--- config.mk ---
export PLATFORM = sky130hd
export DESIGN_NAME = qry_responder
export DESIGN_NICKNAME = d
export VERILOG_FILES = /design/src/rtl/qry_pkg.sv /design/src/rtl/qry_mode_fsm.sv /design/src/rtl/qry_table_rom.sv /design/src/rtl/qry_read_decode.sv /design/src/rtl/qry_responder.sv
export SDC_FILE = /design/constraint.sdc
export NUM_CORES = 1
export LEC_CHECK = 0
export BUFFER_PORTS_ARGS = -buffer_cell sky130_fd_sc_hd__buf_2
export CAP_MARGIN = 20
export CORE_ASPECT_RATIO = 2
export CORE_MARGIN = 2
export CORE_UTILIZATION = 47
export CTS_CLUSTER_SIZE = 24
export DETAILED_ROUTE_END_ITERATION = 12
export GPL_TIMING_DRIVEN = 0
export MAX_ROUTING_LAYER = met4
export PLACE_DENSITY = 0.81
export REMOVE_ABC_BUFFERS = 1
export SLEW_MARGIN = 10
export SYNTH_ARGS = -nofsm -noshare
export SYNTH_HDL_FRONTEND = slang
export SYNTH_HIERARCHICAL = 1
export SYNTH_SLANG_ARGS = --single-unit
--- constraint.sdc ---
create_clock -name clk -period 2.67 [get_ports clk]
set_input_delay 0.534 -clock clk [delete_from_list [all_inputs] [get_ports clk]]
set_output_delay 0.534 -clock clk [all_outputs]
set_load 0.005 [all_outputs]
--- src/rtl/qry_pkg.sv ---
package qry_pkg;
  typedef enum logic [1:0] {
    MODE_READ    = 2'd0,
    MODE_AUTOSEL = 2'd1,
    MODE_QRY     = 2'd2,
    MODE_QRY_AS  = 2'd3
  } qmode_e;

  localparam logic [7:0] CMD_QUERY = 8'h98;
  localparam logic [7:0] CMD_RESET = 8'hF0;
  localparam int TBL_LEN     = 77;
  localparam int MAX_REGIONS = 4;
endpackage

--- src/rtl/qry_mode_fsm.sv ---
module qry_mode_fsm
  import qry_pkg::*;
(
  input  logic       clk,
  input  logic       rst_n,
  input  logic       wr_valid,
  input  logic       wr_hit,
  input  logic [7:0] wr_data,
  input  logic       autosel_enter,
  output qmode_e     mode_q
);
  qmode_e mode_d;
  logic   qry_cmd;

  assign qry_cmd = wr_hit && (wr_data == CMD_QUERY);

  always_comb begin
    mode_d = mode_q;
    if (wr_valid) begin
      unique case (mode_q)
        MODE_READ:    if (qry_cmd) mode_d = MODE_QRY;
        MODE_AUTOSEL: mode_d = qry_cmd ? MODE_QRY_AS : MODE_READ;
        MODE_QRY:     mode_d = MODE_READ;
        MODE_QRY_AS:  mode_d = (wr_data == CMD_RESET) ? MODE_AUTOSEL : MODE_READ;
        default:      mode_d = MODE_READ;
      endcase
    end else if (autosel_enter && mode_q == MODE_READ) begin
      mode_d = MODE_AUTOSEL;
    end
  end

  always_ff @(posedge clk) begin
    if (!rst_n) mode_q <= MODE_READ;
    else        mode_q <= mode_d;
  end

  assert_qry_entry_R2: assert property (@(posedge clk) disable iff (!rst_n)
    (mode_q == MODE_READ && wr_valid && wr_hit && wr_data == CMD_QUERY) |=> (mode_q == MODE_QRY));

  assert_as_qry_entry_R3: assert property (@(posedge clk) disable iff (!rst_n)
    (mode_q == MODE_AUTOSEL && wr_valid && wr_hit && wr_data == CMD_QUERY) |=> (mode_q == MODE_QRY_AS));

  assert_back_to_as_R4: assert property (@(posedge clk) disable iff (!rst_n)
    (mode_q == MODE_QRY_AS && wr_valid && wr_data == CMD_RESET) |=> (mode_q == MODE_AUTOSEL));

  assert_qry_exit_R5: assert property (@(posedge clk) disable iff (!rst_n)
    (mode_q == MODE_QRY && wr_valid) |=> (mode_q == MODE_READ));

  assert_pulse_ignored_R6: assert property (@(posedge clk) disable iff (!rst_n)
    (mode_q != MODE_READ && !wr_valid) |=> (mode_q == $past(mode_q)));
endmodule

--- src/rtl/qry_table_rom.sv ---
module qry_table_rom
  import qry_pkg::*;
#(
  parameter int NUM_REGIONS = 2,
  parameter int unsigned REGION_BLOCKS [MAX_REGIONS] = '{8, 15, 0, 0},
  parameter int unsigned REGION_SECTOR [MAX_REGIONS] = '{32'h2000, 32'h10000, 0, 0},
  parameter logic [7:0] BLK_ERASE_EXP  = 8'h09,
  parameter logic [7:0] CHIP_ERASE_EXP = 8'h0C
) (
  input  logic [7:0] idx,
  output logic [7:0] byte_q
);
  localparam int REGION_BASE = 'h2D;

  function automatic logic [7:0] size_log2();
    longint unsigned total = 0;
    for (int i = 0; i < MAX_REGIONS; i++)
      if (i < NUM_REGIONS)
        total += longint'(REGION_BLOCKS[i]) * longint'(REGION_SECTOR[i]);
    return 8'($clog2(total));
  endfunction

  function automatic logic [7:0] entry(int a);
    int r;
    int f;
    logic [31:0] cnt;
    logic [31:0] units;
    case (a)
      'h10: return 8'h51;
      'h11: return 8'h52;
      'h12: return 8'h59;
      'h13: return 8'h02;
      'h15: return 8'h40;
      'h21: return BLK_ERASE_EXP;
      'h22: return CHIP_ERASE_EXP;
      'h27: return size_log2();
      'h2C: return 8'(NUM_REGIONS);
      'h40: return 8'h50;
      'h41: return 8'h52;
      'h42: return 8'h49;
      'h43: return 8'h31;
      'h44: return 8'h30;
      default: begin
        if (a >= REGION_BASE && a < REGION_BASE + 4 * NUM_REGIONS) begin
          r     = (a - REGION_BASE) / 4;
          f     = (a - REGION_BASE) % 4;
          cnt   = REGION_BLOCKS[r] - 1;
          units = REGION_SECTOR[r] >> 8;
          case (f)
            0:       return cnt[7:0];
            1:       return cnt[15:8];
            2:       return units[7:0];
            default: return units[15:8];
          endcase
        end
        return 8'h00;
      end
    endcase
  endfunction

  logic [7:0] rom [TBL_LEN];

  for (genvar g = 0; g < TBL_LEN; g++) begin : g_rom
    localparam logic [7:0] VAL = entry(g);
    assign rom[g] = VAL;
  end

  always_comb begin
    byte_q = 8'h00;
    for (int i = 0; i < TBL_LEN; i++)
      if (idx == 8'(i)) byte_q = rom[i];
  end

  assert_past_end_R9: assert property (@(idx) (int'(idx) >= TBL_LEN) |-> (byte_q == 8'h00));
endmodule

--- src/rtl/qry_read_decode.sv ---
module qry_read_decode
  import qry_pkg::*;
#(
  parameter int DATA_W = 16,
  parameter logic [15:0] ID0 = 16'h0001,
  parameter logic [15:0] ID1 = 16'h227E,
  parameter logic [15:0] ID2 = 16'h2201,
  parameter logic [15:0] ID3 = 16'h22FF
) (
  input  qmode_e            mode,
  input  logic [7:0]        off,
  input  logic [7:0]        tbl_byte,
  output logic [DATA_W-1:0] data,
  output logic              use_array
);
  always_comb begin
    data      = '0;
    use_array = 1'b0;
    unique case (mode)
      MODE_READ: use_array = 1'b1;
      MODE_AUTOSEL: begin
        unique case (off)
          8'h00: data = DATA_W'(ID0);
          8'h01: data = DATA_W'(ID1);
          8'h02: data = '0;
          8'h0E: if (ID2[7:0] == 8'hFF) use_array = 1'b1; else data = DATA_W'(ID2);
          8'h0F: if (ID3[7:0] == 8'hFF) use_array = 1'b1; else data = DATA_W'(ID3);
          default: use_array = 1'b1;
        endcase
      end
      default: data = DATA_W'(tbl_byte);
    endcase
  end
endmodule

--- src/rtl/qry_responder.sv ---
module qry_responder
  import qry_pkg::*;
#(
  parameter int WIDTH_BYTES = 2,
  parameter int ADDR_W      = 20,
  parameter int NUM_REGIONS = 2,
  parameter int unsigned REGION_BLOCKS [MAX_REGIONS] = '{8, 15, 0, 0},
  parameter int unsigned REGION_SECTOR [MAX_REGIONS] = '{32'h2000, 32'h10000, 0, 0},
  parameter logic [7:0]  BLK_ERASE_EXP  = 8'h09,
  parameter logic [7:0]  CHIP_ERASE_EXP = 8'h0C,
  parameter logic [10:0] QRY_WORD_ADDR  = 11'h055,
  parameter logic [15:0] ID0 = 16'h0001,
  parameter logic [15:0] ID1 = 16'h227E,
  parameter logic [15:0] ID2 = 16'h2201,
  parameter logic [15:0] ID3 = 16'h22FF
) (
  input  logic                     clk,
  input  logic                     rst_n,
  input  logic                     wr_valid,
  input  logic [ADDR_W-1:0]        wr_addr,
  input  logic [7:0]               wr_data,
  input  logic                     autosel_enter,
  input  logic                     rd_valid,
  output logic                     rd_ready,
  input  logic [ADDR_W-1:0]        rd_addr,
  output logic                     rsp_valid,
  input  logic                     rsp_ready,
  output logic [8*WIDTH_BYTES-1:0] rsp_data,
  output logic                     rsp_array,
  output logic [1:0]               mode
);
  localparam int DATA_W = 8 * WIDTH_BYTES;
  localparam int SHIFT  = $clog2(WIDTH_BYTES);

  qmode_e            mode_q;
  logic              wr_hit;
  logic [7:0]        off;
  logic [7:0]        tbl_byte;
  logic [DATA_W-1:0] dec_data;
  logic              dec_array;
  logic              accept;

  assign wr_hit = (((wr_addr >> SHIFT) & ADDR_W'(11'h7FF)) == ADDR_W'(QRY_WORD_ADDR));
  assign off    = 8'((rd_addr & ADDR_W'(8'hFF)) >> SHIFT);

  qry_mode_fsm u_fsm (
    .clk(clk), .rst_n(rst_n), .wr_valid(wr_valid), .wr_hit(wr_hit),
    .wr_data(wr_data), .autosel_enter(autosel_enter), .mode_q(mode_q)
  );

  qry_table_rom #(
    .NUM_REGIONS(NUM_REGIONS), .REGION_BLOCKS(REGION_BLOCKS), .REGION_SECTOR(REGION_SECTOR),
    .BLK_ERASE_EXP(BLK_ERASE_EXP), .CHIP_ERASE_EXP(CHIP_ERASE_EXP)
  ) u_rom (
    .idx(off), .byte_q(tbl_byte)
  );

  qry_read_decode #(
    .DATA_W(DATA_W), .ID0(ID0), .ID1(ID1), .ID2(ID2), .ID3(ID3)
  ) u_dec (
    .mode(mode_q), .off(off), .tbl_byte(tbl_byte), .data(dec_data), .use_array(dec_array)
  );

  assign rd_ready = !rsp_valid || rsp_ready;
  assign accept   = rd_valid && rd_ready;
  assign mode     = mode_q;

  always_ff @(posedge clk) begin
    if (!rst_n) begin
      rsp_valid <= 1'b0;
      rsp_data  <= '0;
      rsp_array <= 1'b0;
    end else if (accept) begin
      rsp_valid <= 1'b1;
      rsp_data  <= dec_data;
      rsp_array <= dec_array;
    end else if (rsp_ready) begin
      rsp_valid <= 1'b0;
    end
  end

  assert_hold_R12: assert property (@(posedge clk) disable iff (!rst_n)
    (rsp_valid && !rsp_ready) |=> (rsp_valid && $stable(rsp_data) && $stable(rsp_array)));

  assert_read_mode_array_R11: assert property (@(posedge clk) disable iff (!rst_n)
    (accept && mode_q == MODE_READ) |=> (rsp_valid && rsp_array && rsp_data == '0));
endmodule

After elaboration in Yosys (flattened, before gate mapping)

Cells that the tools add are included.

Multiplexer cells: 73
Equal/unequal tests: 71
Reductions and logical operators: 11

Operator list:

| kind                | count |
|---|---|
| $mux 7              | 61 |
| $eq 7x6->1 const B  | 32 |
| $eq 7x5->1 const B  | 16 |
| $eq 7x7->1 const B  | 13 |
| $pmux 14 s3         | 1 |
| $pmux 16 s2         | 1 |
| $eq 8x8->1 const B  | 2 |
| $eq 11x7->1 const B | 1 |
| $logic_not 8->1     | 1 |
| $mux 2              | 4 |
| $pmux 2 s4          | 1 |
| $eq 7x1->1 const B  | 1 |
| $eq 7x2->1 const B  | 1 |
| $eq 7x4->1 const B  | 1 |
| $eq 2x2->1 const B  | 2 |
| $mux 1              | 4 |
| $reduce_bool 2->1   | 2 |
| $reduce_or 4->1     | 1 |
| $logic_and 1x1->1   | 3 |
| $ne 3x3->1 const B  | 1 |
| $eq 2x1->1 const B  | 1 |
| $logic_not 2->1     | 1 |
| $pmux 1 s2          | 1 |
| $reduce_and 2->1    | 1 |
| other kinds (2)     | 2 |

Logic and storage cells: 159
Output and inout bits: 21
Input port bits: 54
Register bits: 20

Depth between registers and ports, before layout

Gate-level depths: netlist of run 1.

Word-level depth: 63
Gate-level depth with buffers: 8
Depth with buffers taken out: 7

By module

The synthesis of run 1 kept the hierarchy.

Modules (own cells, without submodules):

| module          | instances | area an instance (sq um) | cells each | sequential area each (sq um) |
|---|---|---|---|---|
| qry_responder   | 1         | 772.0                    | 84         | 360.3 |
| qry_table_rom   | 1         | 397.9                    | 58         | 0.0 |
| qry_read_decode | 1         | 247.7                    | 32         | 0.0 |
| qry_mode_fsm    | 1         | 150.1                    | 16         | 40.0 |

Least setup slack after synthesis of run 1

OpenSTA, ideal clock, no wires.

Path kind: input-to-reg
Start point: input rd_addr[3]
End point: register rsp_data[1]
Setup slack: 0.637 ns
Setup time: 0.072 ns
Data required time: 2.598 ns
Cell stages on the path: 7
Path buffers: 1
Data arrival time: 1.961 ns
Cell sequence: buf_6 > or4_4 > or4b_1 > o211ai_1 > a21o_1 > nand2_1 > mux2i_1

Longest elaborated chain between the ends: 62
Elaborated cells on any way between the ends: 125
Those cells by class: eq/ne: 62; mux: 62; reduce/logical: 1

RTL lines:

| what                  | RTL line              | text |
|---|---|---|
| start, declared       | qry_responder.sv:25   | `input logic [ADDR_W-1:0] rd_addr,` |
| $eq 7x5->1            | qry_table_rom.sv:71   | `if (idx == 8'(i)) byte_q = rom[i];` |
| $mux 7 (59 in series) | qry_table_rom.sv:71   |  |
| $mux 7 *              | qry_table_rom.sv:71   |  |
| via tbl_byte[1]       | qry_responder.sv:38   | `logic [7:0] tbl_byte;` |
| $pmux 16 s2 *         | qry_read_decode.sv:19 | `unique case (mode)` |
| via dec_data[1]       | qry_responder.sv:39   | `logic [DATA_W-1:0] dec_data;` |
| end signal, assigned  | qry_responder.sv:75   | `rsp_data <= dec_data;` |
| end, declared         | qry_responder.sv:28   | `output logic [8*WIDTH_BYTES-1:0] rsp_data,` |

The timed path passes the listed nets; every way through them passes the cells marked *.
A chain may end at the register's enable or synchronous reset.

Final worst setup path of run 1

Start point: input rd_addr[6]
End point: register rsp_data[1]

Same word-level chain as after synthesis.

==> results of run 1 <==
==> cells by family after synthesis <==
logic type | count (synthesis)
and+or+nand+nor | 88
AOI/OAI and AO/OA | 33
buffers and inverters | 26
DFF | 20
muxes | 17
xor gates and xnor gates | 3
other | 3
==> through the flow <==
stage | util [%] | instances | worst slack [ns] | hold WS, ns | area, µm²
3_5_place_dp | 55.0 | 263 | 0.393 | 0.443 | 1760
6_report | 56.7 | 267 | 0.650 | 0.455 | 1810
2_1_floorplan | - | 180 | 0.719 | 0.451 | 1460
5_1_grt | 56.7 | 267 | 0.585 | 0.471 | 1810
4_1_cts | 56.7 | 267 | 0.665 | 0.459 | 1810
3_3_place_gp | 55.0 | 263 | 0.394 | 0.441 | 1760
==> registers in the layout (all words and copies together) (netlist names) <==
| name | flops |
|---|---|
| rsp_array | 1 |
| rsp_valid | 1 |
| u_fsm/mode_q | 2 |
| rsp_data | 16 |
==> final timing paths <==
path | slack, ns | start | to
worst max register to register | 1.01 | u_fsm/mode_q[0] | rsp_data[9]
worst max-delay path | 0.65 | rd_addr[6] | rsp_data[1]
worst min-delay path | 0.46 | rsp_data[6] | rsp_data[6]
worst min register to register | 0.46 | rsp_data[6] | rsp_data[6]
==> area by class of cell <==
| class | instances | area, µm² |
|---|---|---|
| Inverter | 4 | 15.0 |
| Timing Repair Buffer | 52 | 260 |
| Tap cell | 31 | 38.8 |
| Multi-Input combinational cell | 156 | 1040 |
| Clock buffer | 4 | 55.1 |
| Fill cell | 314 | 1380 |
| Sequential cell | 20 | 400 |
==> worst min-delay path: stages (launching register included) <==
cell and delay [ns]:
dfxtp_1 0.31, nand2_1 0.05, mux2i_1 0.05
==> cells in the mapped netlist (4+ instances only) <==
| library cell | number |
|---|---|
| a21o_1 | 6 |
| a21oi_1 | 7 |
| buf_4 | 10 |
| clkbuf_1 | 6 |
| dfxtp_1 | 20 |
| inv_1 | 4 |
| mux2i_1 | 17 |
| nand2_1 | 39 |
| nor2b_1 | 4 |
| nor3b_1 | 4 |
| nor4b_1 | 5 |
==> layer usage <==
| layer | vias up | global-route usage [%] | routed length, µm | share of wire [%] |
|---|---|---|---|---|
| met2 | 31 | 33.7 | 1750 | 53 |
| met5 | - | - | 0 | 0 |
| met4 | 0 | 7.49 | 75 | 2.3 |
| li1 | 743 | - | - | - |
| met1 | 693 | 19.9 | 1370 | 42 |
| met3 | 6 | 1.47 | 95 | 2.9 |
==> power groups by stage <==
| stage | Clock, mW | Sequential [mW] | Combinational, mW |
|---|---|---|---|
| CTS | 0.242 | 0.312 | 0.130 |
| global route | 0.249 | 0.313 | 0.144 |
| floorplan | 0 | 0.320 | 0.0609 |
| global placement | 0 | 0.319 | 0.127 |
| detailed placement | 0 | 0.319 | 0.129 |
| finish | 0.234 | 0.312 | 0.129 |
==> placed cells by master (no fill, tap or decap), types with 3 or more instances in the layout <==
cell type / n
buf_2: 52
nand2_1: 39
dfxtp_1: 20
mux2i_1: 17
conb_1: 15
a21oi_1: 7
a21o_1: 6
nor4b_1: 5
inv_1: 4
clkbuf_8: 4
nor2b_1: 4
nor3b_1: 4
nor2_1: 3
nand4_1: 3
o21ai_0: 3
o211ai_1: 3
==> flow_summary.toml, run 1 <==
[run_status]
run_status = "complete, no violations"

[timing]
finalCritPeriodShare_pct = 75.6
clock-skew-final_ns = 0.00104
hold_viol = 0
rsz0062_at_grt = "false"
fmax_mhz = 495
worst_slew_pin_slew_ns = 0.587
maxSlewHeadroom_pct = 60.3
period_needed_ns = 2.02
setup_viol = 0
slew_viol_final = 0
fin_tns_setup_ns = 0

[run]
maxCapViolations = 0

[power]
p_sw_mw = 0.179
switching_share_pct = 26.5
clkPwrFrac_pct = 34.6
p_seq_share_pct = 46.2
peakVddDrop_mv = 0.400
powerDensity_nw_per_um2 = 373
pwr-share-comb_pct = 19.1
p_leak_nw = 0.846
finalPower_mw = 0.676
intPower_mw = 0.497

[yosys]
avgSynthCellArea_um2 = 8.25
synth_seq_cells = 20
synthArstFlopShare_pct = 0
synth-main-ff-cell = "dfxtp_1"
yosysTopAreaCellShare_pct = 25.5
synth-adder-area-share_pct = 0
yosysUniqueCellTypes = 55
yosys.area_share.xor_xnor_pct = 1.68
seq_area_frac_synth_pct = 25.5
synthSimpleGateAreaFrac_pct = 35.4
synthTopCellsByArea = "dfxtp_1 26%, mux2i_1 11%, nand2_1 9.3%"
synth_compound_gate_area_share_pct = 14.9
synth_cells = 190
synth_top_area_cell = "dfxtp_1"
ys_warn_count = 6
synth_edf_count = 0
netlist_area_um2 = 1570
synth_mux_area_share_pct = 10.9
synth_top_family_by_area = "simple AND/OR/NAND/NOR gates"

[floorplan]
core_um2 = 3190
fp-row-count = 29
ios = 75
die_y_um = 85.7
die_area_um2 = 3840
initial_core_util_pct = 49.1
die_x_um = 44.8

[cts]
clockBufferDepth = 2
cts-root-buf = "clkbuf_8"
postCtsSetupRepairBufs = 0
cts-buffers-inserted = 3
path_clk_slew_ns = 0.07
cts_resized = 0
cts_hold_buf = 0
cts_tree = "done"
clk-insertion-delay-late_ns = 0.26
clock-sinks = 20
h-tree-depth = 1

[global_routing]
antenna_found_initial = 0
overflow = 0
grt_pass1_wl_mm = 5.46
grt_max_degree = 38
grtUsageTotal_pct = 18.7
grt_pass1_vias = 1354

[placement]
io_buffer_count = 52
dp_hpwl_mm = 2.41
gp_congestion = 0.891

[routing]
final_antenna_net_count = 0
wirelength_mm = 3.29
vias = 1473
first_pass_iters = 4
via_per_inst = 5.52
drtIter0Drc = 40
drt-wirelength-per-cell_um = 12.3
drc = 0

[critical_path]
max_stage_delay_ns = 0.56
cp_slowest_cell = "or4_4"
cp_data_required_time_ns = 2.86
rr_worst_depth = 5
crit_chain = "buf_2, or4_4, or4b_1, o211ai_1, a21o_1, nand2_1, mux2i_1"
crit_path_start_kind = "primary input"
worstPathMaxFanout = 12
path_buf_inv = 1
critical_path_cell_count = 7
endpoint_kind = "flip-flop"
arrival_ns = 2.21
cp_top_family = "simple AND/OR/NAND/NOR gates"
worstSetupPathType = "primary input to flip-flop"

[layout]
diodes = 0
layout.nets = 291
area_delta_synth_final_pct = 15.6
drive_above_1_share_pct = 28.8

[hold_path]
hold_path_class = "flip-flop to flip-flop"
hold_path_depth = 2
No activity file was read; power rests on OpenSTA's default activity.
==> inputs of run 2 (changes only) <==
CORE_UTILIZATION = 42   (was 47)
PLACE_DENSITY = 0.77   (was 0.81)
clock period = 1.8 ns   (was 2.67 ns; I/O delays follow)
==> run 2 against run 1 <==
Worst hold slack worse by 0.12 ns. Clock power up 20%. Clock skew up 0.0010 ns. Global-route usage down 1.6 points. Die area up 11%. Combinational power up 60%. Sequential cell count unchanged. Wire length up 9.9%. Sequential power up 49%. Critical endpoint unchanged. Largest power group unchanged.
==> flow_summary.toml, run 2 (same netlist as run 1, synthesis figures left out) <==
[floorplan]
initial_core_util_pct = 43.5
die_x_um = 47.2
ios = 75
core_um2 = 3610
die_y_um = 90.4
fp-row-count = 31
die_area_um2 = 4270

[run_status]
run_status = "complete, no violations"

[global_routing]
antenna_found_initial = 0
grtUsageTotal_pct = 17.1
grt_pass1_vias = 1371
grt_pass1_wl_mm = 5.57
grt_max_degree = 38
overflow = 0

[critical_path]
arrival_ns = 1.97
cp_data_required_time_ns = 1.98
crit_path_start_kind = "primary input"
worstSetupPathType = "primary input to flip-flop"
endpoint_kind = "flip-flop"
rr_worst_depth = 5
reg2reg_to = "rsp_data[13]"
worstPathMaxFanout = 7
crit_end = "rsp_data[1]"
r2r-start = "u_fsm/mode_q[0]"
rrSetupSlack_ns = 0.16
critPathLaunch = "rd_addr[6]"

[routing]
drc = 0
via_per_inst = 5.17
drtIter0Drc = 41
drt-wirelength-per-cell_um = 12.6
first_pass_iters = 4
final_antenna_net_count = 0
vias = 1489
wirelength_mm = 3.62

[hold_path]
hold_path_depth = 2
hold_path_class = "primary input to flip-flop"
holdCritStartpoint = "wr_valid"

[power]
powerDensity_nw_per_um2 = 505
p_leak_nw = 0.868
finalPower_mw = 0.951
peakVddDrop_mv = 0.479

[layout]
layout.nets = 295
top_regs = "rsp_data x16, u_fsm/mode_q x2"
diodes = 0
drive_above_1_share_pct = 30.5
final_cell_mix = "49 x buf_2, 39 x nand2_1, 20 x dfxtp_1, 17 x mux2i_1, 15 x conb_1"
design_area_um2 = 1890
layout_commonest_cell = "buf_2"
n_fill_cell = 379
area_delta_synth_final_pct = 20.3
largest_reg_flops = 16
largest_register = "rsp_data"
finish.utilization_pct = 52.3

[placement]
pre_cts_slack_ns = -0.304
gp_congestion = 0.808
dpl-instance-area_um2 = 1780
dp_hpwl_mm = 2.61
io_buffer_count = 52

[timing]
hold_viol = 0
fmax_mhz = 560
setup_viol = 0
finalCritPeriodShare_pct = 99.2
slew_viol_final = 0
period_needed_ns = 1.78
worst_slew_pin_slew_ns = 0.612
rsz0062_at_grt = "true"
fin_ws_ns = 0.0151
maxSlewHeadroom_pct = 59.2
clock-skew-final_ns = 0.00208

[cts]
clk-insertion-delay-late_ns = 0.25
clock-sinks = 20
path_clk_slew_ns = 0.07
cts_tree = "done"
cts-buffers-inserted = 3
clockBufferDepth = 2
h-tree-depth = 1
cts-root-buf = "clkbuf_8"

[run]
maxCapViolations = 0
-- run 2: cell count changes in the layout (fill, tap and decap cells not counted) --
| cell | before | now |
|---|---|---|
| a211oi_2 | 0 | 1 |
| buf_12 | 0 | 1 |
| clkbuf_8 | 4 | 3 |
| nor4b_1 | 5 | 4 |
| nor4b_2 | 0 | 1 |
| buf_6 | 0 | 1 |
| buf_4 | 0 | 5 |
| buf_2 | 52 | 49 |
| a211oi_1 | 2 | 1 |
-- run 2: layer usage --
layer  track usage (%)  routed length (µm)  up-vias
li1                  -                   -      746
met3              1.80                 158        4
met5                 -                   0        -
met2              31.2                2060       52
met4              7.18                  45        0
met1              16.7                1350      687
-- run 2: repair_timing --
action	4_1_cts	5_1_grt
setup endpoints to repair	1	3
hold buffers	0	0
gates cloned	0	0
pin swaps	2	2
gates resized for setup	2	8
buffers inserted	0	4
-- run 2: final cells by class --
class / instances / area [µm²] / area share, %
well taps: 49 / 61.3 / 3.25
inverters: 4 / 15.0 / 0.796
repair buffers: 56 / 314 / 16.7
clock buffers: 3 / 41.3 / 2.19
multi-input cells: 156 / 1050 / 55.9
flip-flops and latches: 20 / 400 / 21.2
-- run 2: worst max-delay path, cell delays in order --
cell,delay [ns]
buf_12,0.11
or4_4,0.53
or4b_1,0.53
o211ai_1,0.12
a21o_1,0.14
nand2_1,0.04
mux2i_1,0.13
-- run 2: how the worst min path moves through the flow --
| stage | end |
|---|---|
| finish | u_fsm/mode_q[0] |
| global route | u_fsm/mode_q[0] |
| CTS | u_fsm/mode_q[0] |
| detailed placement | rsp_data[13] |
| global placement | rsp_data[11] |
| floorplan | rsp_array |
-- run 2: through the flow --
| step | cells | hold slack [ns] | setup TNS, ns |
|---|---|---|---|
| after floorplan | 180 | 0.451 | 0 |
| after global placement | 281 | 0.440 | -0.579 |
| after detailed placement | 281 | 0.444 | -0.730 |
| after CTS | 284 | 0.338 | 0 |
| after global routing | 288 | 0.346 | -0.0442 |
| final | 288 | 0.340 | 0 |
-- run 2: power breakdown --
group	internal, mW	switching (mW)	leakage (nW)
clock	0.149	0.132	0.0216
combinational	0.0975	0.110	0.683
sequential	0.456	0.00758	0.163
